$ cat config.mk
export PLATFORM = sky130hd
export DESIGN_NAME = tick_timer
export DESIGN_NICKNAME = d
export VERILOG_FILES = /design/src/rtl/tick_timer_pkg.sv /design/src/rtl/tt_match.sv /design/src/rtl/tt_counter.sv /design/src/rtl/tt_mode_reg.sv /design/src/rtl/tick_timer.sv
export SDC_FILE = /design/constraint.sdc
export NUM_CORES = 1
export LEC_CHECK = 0
export BUFFER_PORTS_ARGS = -buffer_cell sky130_fd_sc_hd__buf_2
export CAP_MARGIN = 15
export CORE_ASPECT_RATIO = 0.9
export CORE_MARGIN = 10
export CORE_UTILIZATION = 48
export CTS_CLUSTER_SIZE = 24
export DETAILED_ROUTE_END_ITERATION = 7
export MAX_ROUTING_LAYER = met4
export PLACE_DENSITY = 0.69
export SYNTH_ARGS = -nofsm -noshare
export SYNTH_HDL_FRONTEND = slang
export SYNTH_SLANG_ARGS = --single-unit
export TNS_END_PERCENT = 5
$ cat constraint.sdc
create_clock -name clk -period 2.1 [get_ports clk]
set_clock_uncertainty 0.2 [all_clocks]
set_input_delay 0.105 -clock clk [delete_from_list [all_inputs] [get_ports clk]]
set_output_delay 0.105 -clock clk [all_outputs]
set_load 0.005 [all_outputs]
$ cat src/rtl/tick_timer_pkg.sv
package tick_timer_pkg;

  // Mode field encoding; the order is decoded by the counter next-state logic.
  typedef enum logic [1:0] {
    TT_OFF     = 2'b00,
    TT_RESTART = 2'b01,
    TT_ONESHOT = 2'b10,
    TT_CONT    = 2'b11
  } tt_mode_e;

  localparam logic TT_ADDR_COUNT = 1'b0;
  localparam logic TT_ADDR_MODE  = 1'b1;

endpackage

$ cat src/rtl/tt_match.sv
module tt_match
  import tick_timer_pkg::*;
#(
  parameter int CNT_W = 32,
  parameter int PER_W = 28
) (
  input  tt_mode_e           mode_i,
  input  logic [CNT_W-1:0]   cnt_i,
  input  logic [PER_W-1:0]   period_i,
  output logic               match_o
);

  logic running;

  always_comb begin
    running = (mode_i != TT_OFF);
    match_o = running && (cnt_i[PER_W-1:0] == period_i);
  end

endmodule

$ cat src/rtl/tt_counter.sv
module tt_counter
  import tick_timer_pkg::*;
#(
  parameter int CNT_W = 32
) (
  input  logic             clk,
  input  logic             rst_n,
  input  tt_mode_e         mode_i,
  input  logic             match_i,
  input  logic             wr_en_i,
  input  logic [CNT_W-1:0] wr_data_i,
  output logic [CNT_W-1:0] cnt_o
);

  logic [CNT_W-1:0] cnt_q;
  logic [CNT_W-1:0] cnt_d;
  logic             cnt_en;
  logic [CNT_W-1:0] cnt_inc;

  always_comb begin
    cnt_inc = cnt_q + CNT_W'(1);
    cnt_d   = cnt_q;
    cnt_en  = 1'b0;
    if (wr_en_i) begin
      cnt_d  = wr_data_i;
      cnt_en = 1'b1;
    end else begin
      unique case (mode_i)
        TT_OFF: begin
          cnt_en = 1'b0;
        end
        TT_RESTART: begin
          cnt_en = 1'b1;
          cnt_d  = match_i ? '0 : cnt_inc;
        end
        TT_ONESHOT: begin
          cnt_en = !match_i;
          cnt_d  = cnt_inc;
        end
        TT_CONT: begin
          cnt_en = 1'b1;
          cnt_d  = cnt_inc;
        end
        default: begin
          cnt_en = 1'b0;
        end
      endcase
    end
  end

  always_ff @(posedge clk or negedge rst_n) begin
    if (!rst_n) begin
      cnt_q <= '0;
    end else if (cnt_en) begin
      cnt_q <= cnt_d;
    end
  end

  assign cnt_o = cnt_q;

endmodule

$ cat src/rtl/tt_mode_reg.sv
module tt_mode_reg
  import tick_timer_pkg::*;
#(
  parameter int PER_W = 28
) (
  input  logic               clk,
  input  logic               rst_n,
  input  logic               wr_en_i,
  input  logic [PER_W+3:0]   wr_data_i,
  input  logic               match_i,
  output tt_mode_e           mode_o,
  output logic               ie_o,
  output logic               pend_o,
  output logic [PER_W-1:0]   period_o
);

  localparam int PEND_BIT = PER_W;
  localparam int IE_BIT   = PER_W + 1;
  localparam int MODE_LO  = PER_W + 2;

  tt_mode_e         mode_q, mode_d;
  logic             ie_q, ie_d;
  logic             pend_q, pend_d;
  logic [PER_W-1:0] per_q, per_d;
  logic             reg_en;

  always_comb begin
    mode_d = mode_q;
    ie_d   = ie_q;
    pend_d = pend_q;
    per_d  = per_q;
    reg_en = wr_en_i | match_i;
    if (wr_en_i) begin
      mode_d = tt_mode_e'(wr_data_i[MODE_LO+1:MODE_LO]);
      ie_d   = wr_data_i[IE_BIT];
      pend_d = wr_data_i[PEND_BIT];
      per_d  = wr_data_i[PER_W-1:0];
    end else if (match_i) begin
      pend_d = 1'b1;
    end
  end

  always_ff @(posedge clk or negedge rst_n) begin
    if (!rst_n) begin
      mode_q <= TT_OFF;
      ie_q   <= 1'b0;
      pend_q <= 1'b0;
      per_q  <= '0;
    end else if (reg_en) begin
      mode_q <= mode_d;
      ie_q   <= ie_d;
      pend_q <= pend_d;
      per_q  <= per_d;
    end
  end

  assign mode_o   = mode_q;
  assign ie_o     = ie_q;
  assign pend_o   = pend_q;
  assign period_o = per_q;

endmodule

$ cat src/rtl/tick_timer.sv
module tick_timer
  import tick_timer_pkg::*;
#(
  parameter int CNT_W = 32,
  parameter int PER_W = 28
) (
  input  logic             clk,
  input  logic             rst_n,
  input  logic             sel_i,
  input  logic             we_i,
  input  logic             addr_i,
  input  logic [CNT_W-1:0] wdata_i,
  output logic [CNT_W-1:0] rdata_o,
  output logic             irq_o,
  output logic             present_o
);

  localparam int MREG_W = PER_W + 4;

  // Reset: asserted asynchronously, released after two clock edges.
  logic [1:0] rst_sync_q;
  logic       rst_int_n;

  always_ff @(posedge clk or negedge rst_n) begin
    if (!rst_n) begin
      rst_sync_q <= 2'b00;
    end else begin
      rst_sync_q <= {rst_sync_q[0], 1'b1};
    end
  end

  assign rst_int_n = rst_sync_q[1];

  logic             cnt_wr;
  logic             mode_wr;
  logic [CNT_W-1:0] cnt_w;
  tt_mode_e         mode_w;
  logic             ie_w;
  logic             pend_w;
  logic [PER_W-1:0] per_w;
  logic             match_w;
  logic [MREG_W-1:0] mode_word;

  always_comb begin
    cnt_wr  = sel_i && we_i && (addr_i == TT_ADDR_COUNT);
    mode_wr = sel_i && we_i && (addr_i == TT_ADDR_MODE);
  end

  tt_match #(.CNT_W(CNT_W), .PER_W(PER_W)) u_match (
    .mode_i   (mode_w),
    .cnt_i    (cnt_w),
    .period_i (per_w),
    .match_o  (match_w)
  );

  tt_counter #(.CNT_W(CNT_W)) u_counter (
    .clk       (clk),
    .rst_n     (rst_int_n),
    .mode_i    (mode_w),
    .match_i   (match_w),
    .wr_en_i   (cnt_wr),
    .wr_data_i (wdata_i),
    .cnt_o     (cnt_w)
  );

  tt_mode_reg #(.PER_W(PER_W)) u_mode (
    .clk       (clk),
    .rst_n     (rst_int_n),
    .wr_en_i   (mode_wr),
    .wr_data_i (wdata_i[MREG_W-1:0]),
    .match_i   (match_w),
    .mode_o    (mode_w),
    .ie_o      (ie_w),
    .pend_o    (pend_w),
    .period_o  (per_w)
  );

  always_comb begin
    mode_word = {mode_w, ie_w, pend_w, per_w};
    if (!sel_i) begin
      rdata_o = '0;
    end else if (addr_i == TT_ADDR_MODE) begin
      rdata_o = CNT_W'(mode_word);
    end else begin
      rdata_o = cnt_w;
    end
  end

  assign irq_o     = pend_w & ie_w;
  assign present_o = 1'b1;

endmodule

==> implementation parameters, run 1 <==
Parameter                              Value

Synth
  Most numerous cell types in the synthesized netlist ... dfrtp_1, mux2i_1, nor2b_1, mux2_2, nand2_1
  Top-count cell post-synth ... dfrtp_1
  Area leader, netlist ... dfrtp_1
  Yosys Warn Count ... 0
  Post-synthesis share of cell area spent on xor and xnor gates ... approximately 5.7%
  Post-synth EDFFs ... 0
  Synth area leaders ... dfrtp_1, mux2_2, mux2i_1
  Portion of the post-synthesis area used by sequential elements ... between 30% and 40%
  Area share of the largest cell type after synthesis ... between 30% and 40%
  Number of unique standard cell types used by synthesis ... 46
  Post-synth top flop ... dfrtp_1
  Avg Inst Size Synth ... between 9 and 10 sq um
  Synth Register Bits ... 66
  Fraction of the mapped netlist area in compound gates ... a little under an eighth
  Multiplexer share of the synthesized area ... 15.6%
  Combined area of all synthesized cells ... ~0.0043 sq mm
  Gate Count Post-Synth ... 446
  Simple-Gate Fraction of Synth Area ... around 22%
  Adder-Cell Fraction of Synth Area ... less than 1%
  Largest family of logic cells by synthesized area ... simple AND/OR/NAND/NOR gates
  Asr flop ratio synth ... 100%

Detailed routing
  Initial detailed-routing violation count ... 319
  Antenna violation net count after detailed routing ... 0
  TritonRoute pass-1 iters ... 5
  Routed vias/inst ... around 5.5
  Post-route DRC violation count ... 0
  Count of vias placed by the detailed router ... about 4,200
  Routed wire length ... ~13,000 um
  Routed length per placed instance ... 17.4 um

Global route
  Number of global-route vias before repair ... 4,295
  Overall track demand over capacity in global routing ... a little over a fifth
  First-pass GRT wire length ... 21,500 um
  Met3 Usage GRT ... approximately 4.4%
  Pin count of the biggest net entering global routing ... between 60 and 70
  Busiest layer in global routing ... met2
  Aggregate global routing overflow ... 0
  Number of antenna violations at the first check in global routing ... 0
  Met2 global-route usage ... a little over a third
  M1 GR Usage ... approximately 24%

Power and ir drop
  Switching power of the nets ... between 1.5 and 2 mW
  Static Leak ... roughly 2.8 nW
  Logic pwr share ... approximately 43%
  Clock network fraction of total power ... a little over a fifth
  Total internal power ... 3.32 mW
  Peak VDD IR ... ~0.43 mV
  Post-layout power ... around 5.1 mW
  Power share of the sequential group ... a little over a third
  Power density relative to cell area ... ~840 mW/mm^2
  Switching part of the total ... between 30 and 40%

Hold path
  Min-delay src ... addr_i
  Classification of the worst-slack hold path ... in2reg

Floorplanning
  Core area ... a little under 0.009 sq mm
  Effective utilization at floorplan ... around half
  Die outline width ... between 100 and 150 um
  Die Area ... between 0.01 and 0.015 sq mm
  Std-Cell Rows ... 32
  I/O pin count ... between 70 and 80
  Vertical die dimension ... 110 um

Critical path
  Launching instance or port of the critical path ... u_mode.period_o[11]
  Library cell appearing most often on the critical path ... buf_4
  Worst endpoint required time ... 2.14 ns
  Arrival @ worst endpoint ... about 2.6 ns
  Master of the slowest instance on the critical path ... dfrtp_1
  Category of cells accounting for the largest share of critical-path delay ... simple AND/OR/NAND/NOR gates
  Worst setup EP type ... flop
  Bufs and invs on worst path ... 3
  Slowest stage delay, CP ... slightly above 0.4 ns
  Critical path class ... reg2reg
  Crit start category ... flop
  Crit Reg-Reg Startpoint ... u_mode.period_o[11]
  Worst Path Max Fanout ... 6
  Sequence of cells on the critical path ... xor2_1 > nor4_2 > buf_4 > nand4_1 > o21ai_4 > buf_4 > buf_12 > nor2_1 > a221o_1

Clock network
  Source-to-sink clock delay at the later pin of the worst-skew pair ... 0.35 ns
  Clock edge transition at the registers on the reported setup and hold paths ... 0.08 ns
  Number of sinks handled by clock tree synthesis ... 66
  H-Tree Level Count ... 3
  Number of buffers created by CTS ... 9
  Largest buffer count on any clock path ... 2
  Clock tree root driver cell ... clkbuf_8
  TritonCTS clock tree ... built

Timing
  Final Hold Viols ... 0
  Peak Freq ... about 400 MHz
  Portion of the clock cycle consumed by the worst path in the final layout ... 120%
  Final setup slack of the worst path ... -0.410 ns
  Worst-case hold slack ... 0.0677 ns
  Final period demand of the worst path ... roughly 2.5 ns
  Final Slew Violations ... 0
  Total of endpoints with negative setup slack in the final report ... 32
  Unrepaired setup endpoints after global routing ... yes

Run
  Number of violations of the max-capacitance limit ... 0

Finish
  Count of inserted antenna diode cells ... 0
  Share of final-layout standard cells stronger than drive strength 1 ... approximately two fifths
  Number of filler instances in the final layout ... about 680
  Final cell area excluding filler cells ... ~0.006 sq mm
  Multi-input gate area in the final layout ... between 0.002 and 0.0025 sq mm
  Nets ... 672
  FF/Latch Area ... 0.00165 sq mm
  Synthesis-to-finish area growth ... 42.8%

Outcome
  Violated checks ... setup timing
  Outcome ... finished, violations left

Place
  Final weighted congestion in routability-driven placement ... about 0.87
  Detailed placement HPWL ... around 9200 um
  # port buffers ... between 60 and 70
  Cell Area, Placed ... 0.00540 sq mm
==> final timing paths <==
check,endpoint,slack (ns),depth (start not counted)
setup / recovery,u_counter.cnt_o[17],-0.41,9
hold / removal,u_counter.cnt_o[31],0.07,5
setup reg to reg,u_counter.cnt_o[17],-0.41,9
hold reg to reg,u_mode.period_o[9],0.08,1
max in group asynchronous,rst_sync_q[1],1.18,3
min in group asynchronous,u_mode.period_o[9],0.08,1
==> layer usage <==
layer | part of all wire [%] | vias up
li1 | - | 1986
met1 | 42 | 1975
met2 | 48 | 170
met3 | 6.9 | 37
met4 | 2.6 | 0
met5 | 0 | -
==> final cells by class <==
type,instances,share of cell area (%)
inverters,19,1.17
clock buffers,10,2.25
well taps,119,2.44
multi-input cells,329,40.0
clock inverters,6,1.08
repair buffers,209,26.0
flip-flops and latches,66,27.0
==> worst register-to-register path: cells and delay by family (launching register included) <==
| kind | cells | cell delay [ns] |
|---|---|---|
| simple gates | 3 | 0.63 |
| compound gates | 2 | 0.57 |
| buf+inv | 3 | 0.43 |
| flops | 1 | 0.41 |
| xor+xnor | 1 | 0.16 |
==> repair_timing <==
action,4_1_cts,5_1_grt
setup endpoints to repair,32,32
buffers inserted,4,1
pin swaps,8,3
resized for setup,7,8
hold buffers,34,0
cloned,2,0
hold endpoints to repair,66,0
==> cells in the final DEF (no fill, tap or decap), types with 5 or more instances in the layout <==
master         synthesis  layout
xnor2_1               12       8
buf_2                  9      69
dfrtp_1               66      65
mux2i_1               32      32
or4_1                  7       7
o21ai_0               12      12
nand3_1               17      17
buf_4                  4      97
nor4b_1                5       5
dlygate4sd3_1          0      34
nand2_1               28      28
and2_1                11      11
o211ai_1               9       9
a21oi_1               16      13
xor2_1                16      16
o221ai_1               6       6
nor3_1                 6       5
nand4_1               16      16
nor2_1                23      21
a221o_1               14      14
clkbuf_8               0      10
mux2_2                31      31
nor2b_1               32      32
inv_1                 19      19
==> kinds of logic after synthesis <==
family,Yosys count
buf+inv,52
compound gates,71
flops,66
xor+xnor,28
other cells,1
fa+ha+maj,1
simple gates,164
mux,63
==> registers in the layout (all words and copies together), names as in the netlist <==
name / count
u_mode.ie_o: 1
u_mode.pend_o: 1
u_counter.cnt_o: 32
rst_sync_q: 2
u_mode.period_o: 28
u_mode.mode_o: 2
==> power by group through the flow <==
stage / Combinational [mW] / Sequential, mW / Clock (mW)
after floorplan: 1.07 / 1.86 / 0
after global placement: 2.01 / 1.81 / 0
after detailed placement: 2.05 / 1.83 / 0
after CTS: 2.16 / 1.81 / 1.13
after global routing: 2.40 / 1.86 / 1.19
final: 2.20 / 1.81 / 1.12
==> through the flow <==
step,cells,setup TNS [ns],setup slack [ns],util [%]
final,758,-9.90,-0.410,70.7
after detailed placement,701,-11.57,-0.479,62.4
after CTS,757,-9.17,-0.349,70.3
after global routing,758,-13.56,-0.539,70.7
after floorplan,447,-9.30,-0.195,-
after global placement,701,-11.25,-0.415,62.4
Power figures use the tool's default switching activity.
==> inputs of run 2 (changes only) <==
Settings changed: CORE_UTILIZATION 48 to 40, PLACE_DENSITY 0.69 to 0.59.
==> run 2 against run 1 <==
Net effect: the flow still finishes with violations (setup timing); clock-buffer cell count grew 1; global-route usage is 2.6 points lower; die area rose by 16%; sequential share of layout area fell by 0.14 points; combinational power about the same; critical path depth decreased by 2; sequential power barely moved; non-clock buffer count shrank 9; setup slack improved by 0.11 ns; final cell count up 0.13%; clock power rose by 47%; critical endpoint is now u_counter.cnt_o[18]; largest cell class unchanged; largest power group unchanged.
==> implementation parameters, run 2 (synthesis gave the netlist of run 1 again) <==
Parameter                              Value

Critical path
  Worst Path Max Fanout ... 9
  Arrival @ worst endpoint ... roughly 2.4 ns
  Sequence of cells on the critical path ... xnor2_2 > nand4_1 > or4_4 > o21a_2 > buf_4 > a21oi_1 > o221ai_1
  Crit Reg-Reg Startpoint ... u_counter.cnt_o[25]
  Worst setup EP type ... flop
  Crit start category ... flop
  Slowest stage delay, CP ... 0.57 ns
  Worst endpoint required time ... approximately 2.1 ns
  Launching instance or port of the critical path ... u_counter.cnt_o[25]
  Master of the slowest instance on the critical path ... or4_4
  Critical path class ... reg2reg

Detailed routing
  Routed length per placed instance ... between 15 and 20 um
  Routed vias/inst ... between 5 and 6
  Count of vias placed by the detailed router ... between 4,000 and 5,000
  Initial detailed-routing violation count ... about 330
  TritonRoute pass-1 iters ... 5
  Antenna violation net count after detailed routing ... 0
  Routed wire length ... approximately 13,000 um
  Post-route DRC violation count ... 0

Run
  Number of violations of the max-capacitance limit ... 0

Clock network
  Number of buffers created by CTS ... 9
  H-Tree Level Count ... 3
  Clock tree root driver cell ... clkbuf_16
  Largest buffer count on any clock path ... 2
  Number of sinks handled by clock tree synthesis ... 66
  Source-to-sink clock delay at the later pin of the worst-skew pair ... approximately 0.33 ns
  Clock edge transition at the registers on the reported setup and hold paths ... around 0.06 ns
  TritonCTS clock tree ... built

Outcome
  Violated checks ... setup timing
  Outcome ... finished, violations left

Place
  Detailed placement HPWL ... around 9700 um
  # port buffers ... 69
  Post-placement setup slack ... -0.392 ns
  Final weighted congestion in routability-driven placement ... 0.858

Floorplanning
  Core area ... approximately 0.010 sq mm
  Std-Cell Rows ... 35
  Die outline width ... around 130 um
  Effective utilization at floorplan ... between 40% and 50%
  I/O pin count ... 71
  Die Area ... approximately 0.015 sq mm
  Vertical die dimension ... around 120 um

Finish
  Commonest non-fill, non-tap cells in the layout ... buf_4, buf_2, dfrtp_1
  Count of inserted antenna diode cells ... 0
  Number of flip-flops in the largest register ... 32
  Share of final-layout standard cells stronger than drive strength 1 ... 37.6%
  Synthesis-to-finish area growth ... 43.5%
  Nets ... roughly 660
  Commonest non-fill, non-tap cell in the layout ... buf_4
  Layout Utilization ... approximately three fifths

Timing
  Final period demand of the worst path ... roughly 2.4 ns
  Total of endpoints with negative setup slack in the final report ... 32
  Final Slew Violations ... 0
  Setup total negative slack ... -8.02 ns
  Portion of the clock cycle consumed by the worst path in the final layout ... 114%
  Tightest Pin Transition ... between 0.6 and 0.7 ns
  Peak Freq ... approximately 420 MHz
  Final Hold Viols ... 0
  Final setup slack of the worst path ... -0.298 ns
  Slew HR ... between 50% and 60%
  Unrepaired setup endpoints after global routing ... yes

Power and ir drop
  Static Leak ... approximately 2.8 nW
  Post-layout power ... around 5.6 mW
  Peak VDD IR ... between 0.4 and 0.5 mV
  Power density relative to cell area ... roughly 920 mW/mm^2

Hold path
  Classification of the worst-slack hold path ... reg2async

Global route
  Number of global-route vias before repair ... about 4,300
  Number of antenna violations at the first check in global routing ... 0
  Pin count of the biggest net entering global routing ... 47
  Aggregate global routing overflow ... 0
  Overall track demand over capacity in global routing ... between 15 and 20%
  First-pass GRT wire length ... around 22,000 um
==> run 2: changes by cell type in the layout (fill, tap and decap cells not counted), sizes merged <==
cell and delta:
clkbuf +1, clkinvlp -2, buf -8, bufinv +1, bufbuf -1
==> run 2: layout make-up <==
| class | instances | area (sq um) |
|---|---|---|
| fill | 900 | 4190 |
| multi-input combinational | 329 | 2460 |
| sequential | 66 | 1650 |
| timing repair buffer | 200 | 1480 |
| clock buffer | 11 | 243 |
| tap | 129 | 161 |
| clock inverter | 5 | 77.6 |
| inverter | 19 | 71.3 |
==> run 2: where the power goes <==
group | switching, mW | total, mW | internal [mW] | leakage, nW
logic | 1.03 | 2.17 | 1.14 | 1.87
registers | 0.241 | 1.82 | 1.58 | 0.783
clock network | 0.580 | 1.65 | 1.07 | 0.156
==> run 2: critical path: cells and delay by family, from the launching register on <==
family | cells | cell delay [ns]
AO/OA/AOI/OAI | 3 | 0.53
buffers and inverters | 1 | 0.18
AND/OR/NAND/NOR | 2 | 0.73
flip-flops | 1 | 0.41
XOR/XNOR | 1 | 0.19
==> run 2: per-stage QoR <==
step / cells / hold WS [ns] / area (sq um)
after floorplan: 447 / -0.391 / 4310
after global placement: 708 / -0.310 / 5390
after detailed placement: 708 / -0.306 / 5390
after CTS: 759 / 0.0828 / 6090
after global routing: 759 / 0.0977 / 6140
final: 759 / 0.0647 / 6140
==> run 2: final timing paths <==
| path | end | slack (ns) | cells past startpoint |
|---|---|---|---|
| setup / recovery | u_counter.cnt_o[18] | -0.30 | 7 |
| hold / removal | u_counter.cnt_o[9] | 0.06 | 1 |
| setup reg to reg | u_counter.cnt_o[18] | -0.30 | 7 |
| hold reg to reg | u_counter.cnt_o[9] | 0.06 | 1 |
| max in group asynchronous | rst_sync_q[1] | 1.16 | 3 |
| min in group clk | u_counter.cnt_o[25] | 0.14 | 5 |
==> run 2: what timing repair did <==
| item | 4_1_cts | 5_1_grt |
|---|---|---|
| hold buffers | 34 | 0 |
| buffers inserted | 1 | 0 |
| pin swaps | 7 | 7 |
| gates resized for setup | 9 | 16 |
| hold endpoints to repair | 66 | 0 |
| endpoints found under the setup margin | 32 | 33 |
==> run 2: per-layer routing <==
metal | up-vias | wire [um] | part of all wire, % | track usage, %
met5 | - | 0 | 0 | -
met4 | 0 | 161 | 1.2 | 5.61
met3 | 14 | 638 | 4.8 | 3.40
met2 | 124 | 6220 | 47 | 28.3
met1 | 1953 | 6200 | 47 | 23.5
li1 | 1968 | - | - | -
==> inputs of run 3 (changes only) <==
Settings changed: REMOVE_ABC_BUFFERS set to 1.
==> run 3 against run 2 <==
Net effect: the flow still finishes with violations (setup timing); non-clock buffer count grew 8; first-iteration DRC count is 6.4% lower; critical path depth unchanged; clock-buffer cell count up 2; die area did not move; critical path type unchanged; critical endpoint is now u_counter.cnt_o[26]; largest cell class unchanged; largest power group unchanged.
==> implementation parameters, run 3 (synthesis gave the netlist of run 1 again) <==
Parameter                              Value

Outcome
  Outcome ... finished, violations left
  Violated checks ... setup timing

Finish
  Number of flip-flops in the largest register ... 32
  Nets ... between 600 and 700
  Final cell area excluding filler cells ... 0.00615 sq mm
  Synthesis-to-finish area growth ... 43.7%
  Commonest non-fill, non-tap cells in the layout ... buf_4, buf_2, dfrtp_1
  Commonest non-fill, non-tap cell in the layout ... buf_4
  Share of final-layout standard cells stronger than drive strength 1 ... between 30% and 40%
  Count of inserted antenna diode cells ... 0

Critical path
  Worst setup EP type ... flop
  Arrival @ worst endpoint ... roughly 2.4 ns
  Worst R2R Path Depth ... 7
  Crit start category ... flop
  Critical path class ... reg2reg
  Worst endpoint required time ... around 2.1 ns
  Crit Reg-Reg Startpoint ... u_counter.cnt_o[9]
  Worst Path Max Fanout ... 7
  Launching instance or port of the critical path ... u_counter.cnt_o[9]

Hold path
  Classification of the worst-slack hold path ... reg2async

Global route
  First-pass GRT wire length ... 21,900 um
  Number of global-route vias before repair ... ~4,300
  Aggregate global routing overflow ... 0
  Pin count of the biggest net entering global routing ... 65
  Overall track demand over capacity in global routing ... a little under a fifth
  Number of antenna violations at the first check in global routing ... 0

Detailed routing
  Routed wire length ... 13,100 um
  Routed length per placed instance ... approximately 17 um
  TritonRoute pass-1 iters ... 5
  Routed vias/inst ... between 5 and 6
  Post-route DRC violation count ... 0
  Count of vias placed by the detailed router ... 4,119
  Initial detailed-routing violation count ... 305
  Antenna violation net count after detailed routing ... 0

Power and ir drop
  Post-layout power ... approximately 5.4 mW
  Peak VDD IR ... 0.555 mV
  Power density relative to cell area ... 876 mW/mm^2
  Static Leak ... roughly 2.8 nW

Floorplanning
  Std-Cell Rows ... 35
  Vertical die dimension ... ~120 um
  Die Area ... between 0.015 and 0.02 sq mm
  Die outline width ... approximately 130 um
  I/O pin count ... 71
  Core area ... 0.0103 sq mm
  Effective utilization at floorplan ... roughly 41%

Clock network
  TritonCTS clock tree ... built
  Source-to-sink clock delay at the later pin of the worst-skew pair ... 0.33 ns
  Number of sinks handled by clock tree synthesis ... 66
  Number of buffers created by CTS ... 9
  Clock edge transition at the registers on the reported setup and hold paths ... around 0.05 ns
  Largest buffer count on any clock path ... 2
  Clock tree root driver cell ... clkbuf_16
  H-Tree Level Count ... 3

Place
  Detailed placement HPWL ... between 9000 and 10,000 um
  Final weighted congestion in routability-driven placement ... ~0.93
  Post-placement setup slack ... -0.523 ns
  Cell Area, Placed ... approximately 0.0054 sq mm
  # port buffers ... 69

Timing
  Total of endpoints with negative setup slack in the final report ... 32
  Setup total negative slack ... -8.47 ns
  Unrepaired setup endpoints after global routing ... yes
  Worst-case hold slack ... just under 0.08 ns
  Slew HR ... slightly below 60%
  Tightest Pin Transition ... 0.620 ns
  Final setup slack of the worst path ... -0.318 ns
  Final Hold Viols ... 0
  Peak Freq ... 414 MHz
  Final Slew Violations ... 0
  Final period demand of the worst path ... 2.42 ns
  Portion of the clock cycle consumed by the worst path in the final layout ... 115%

Run
  Number of violations of the max-capacitance limit ... 0
==> run 3: report_power, final <==
part           total, mW  switching [mW]  internal [mW]
clock               1.36           0.512          0.843
combinational       2.20            1.03           1.17
sequential          1.83           0.252           1.58
total               5.39            1.79           3.59
==> run 3: final timing paths <==
kind	endpoint	slack [ns]
max in group asynchronous	rst_sync_q[1]	1.15
min	u_counter.cnt_o[2]	0.08
max reg2reg	u_counter.cnt_o[26]	-0.32
min reg2reg	u_counter.cnt_o[2]	0.08
max	u_counter.cnt_o[26]	-0.32
min in group clk	rst_sync_q[1]	0.16
==> run 3: cell type report <==
| cell class | instances | area [sq um] |
|---|---|---|
| Fill cell | 922 | 4180 |
| Multi-Input combinational cell | 329 | 2490 |
| Sequential cell | 66 | 1650 |
| Timing Repair Buffer | 208 | 1520 |
| Clock buffer | 13 | 260 |
| Tap cell | 129 | 161 |
| Inverter | 19 | 71.3 |
==> run 3: what timing repair did <==
action | CTS | global route
buffers inserted | 6 | 0
cloned | 1 | 0
hold endpoints to repair | 66 | 0
endpoints found under the setup margin | 32 | 32
resized for setup | 20 | 9
pin swaps | 17 | 8
hold buffers | 34 | 0
==> run 3: stage by stage <==
step | instances | utilization (%)
after floorplan | 414 | -
after global placement | 710 | 52.1
after detailed placement | 710 | 52.1
after CTS | 764 | 59.1
after global routing | 764 | 59.5
final | 764 | 59.5
==> run 3: metal layers <==
layer  vias to the layer above  GRT usage (%)  share of wire [%]
met1                      1994           23.8                 47
li1                       1985              -                  -
met3                        14           4.47                4.9
met2                       126           27.7                 47
met4                         0           3.76               0.92
met5                         -              -                  0
==> run 3: critical path, cell delays in order (launching register included) <==
cell and delay [ns]:
dfrtp_1 0.40, xnor2_2 0.18, nand4_1 0.14, or4_4 0.58, o21ai_4 0.23, buf_6 0.17, o21ai_1 0.08, a221o_1 0.31
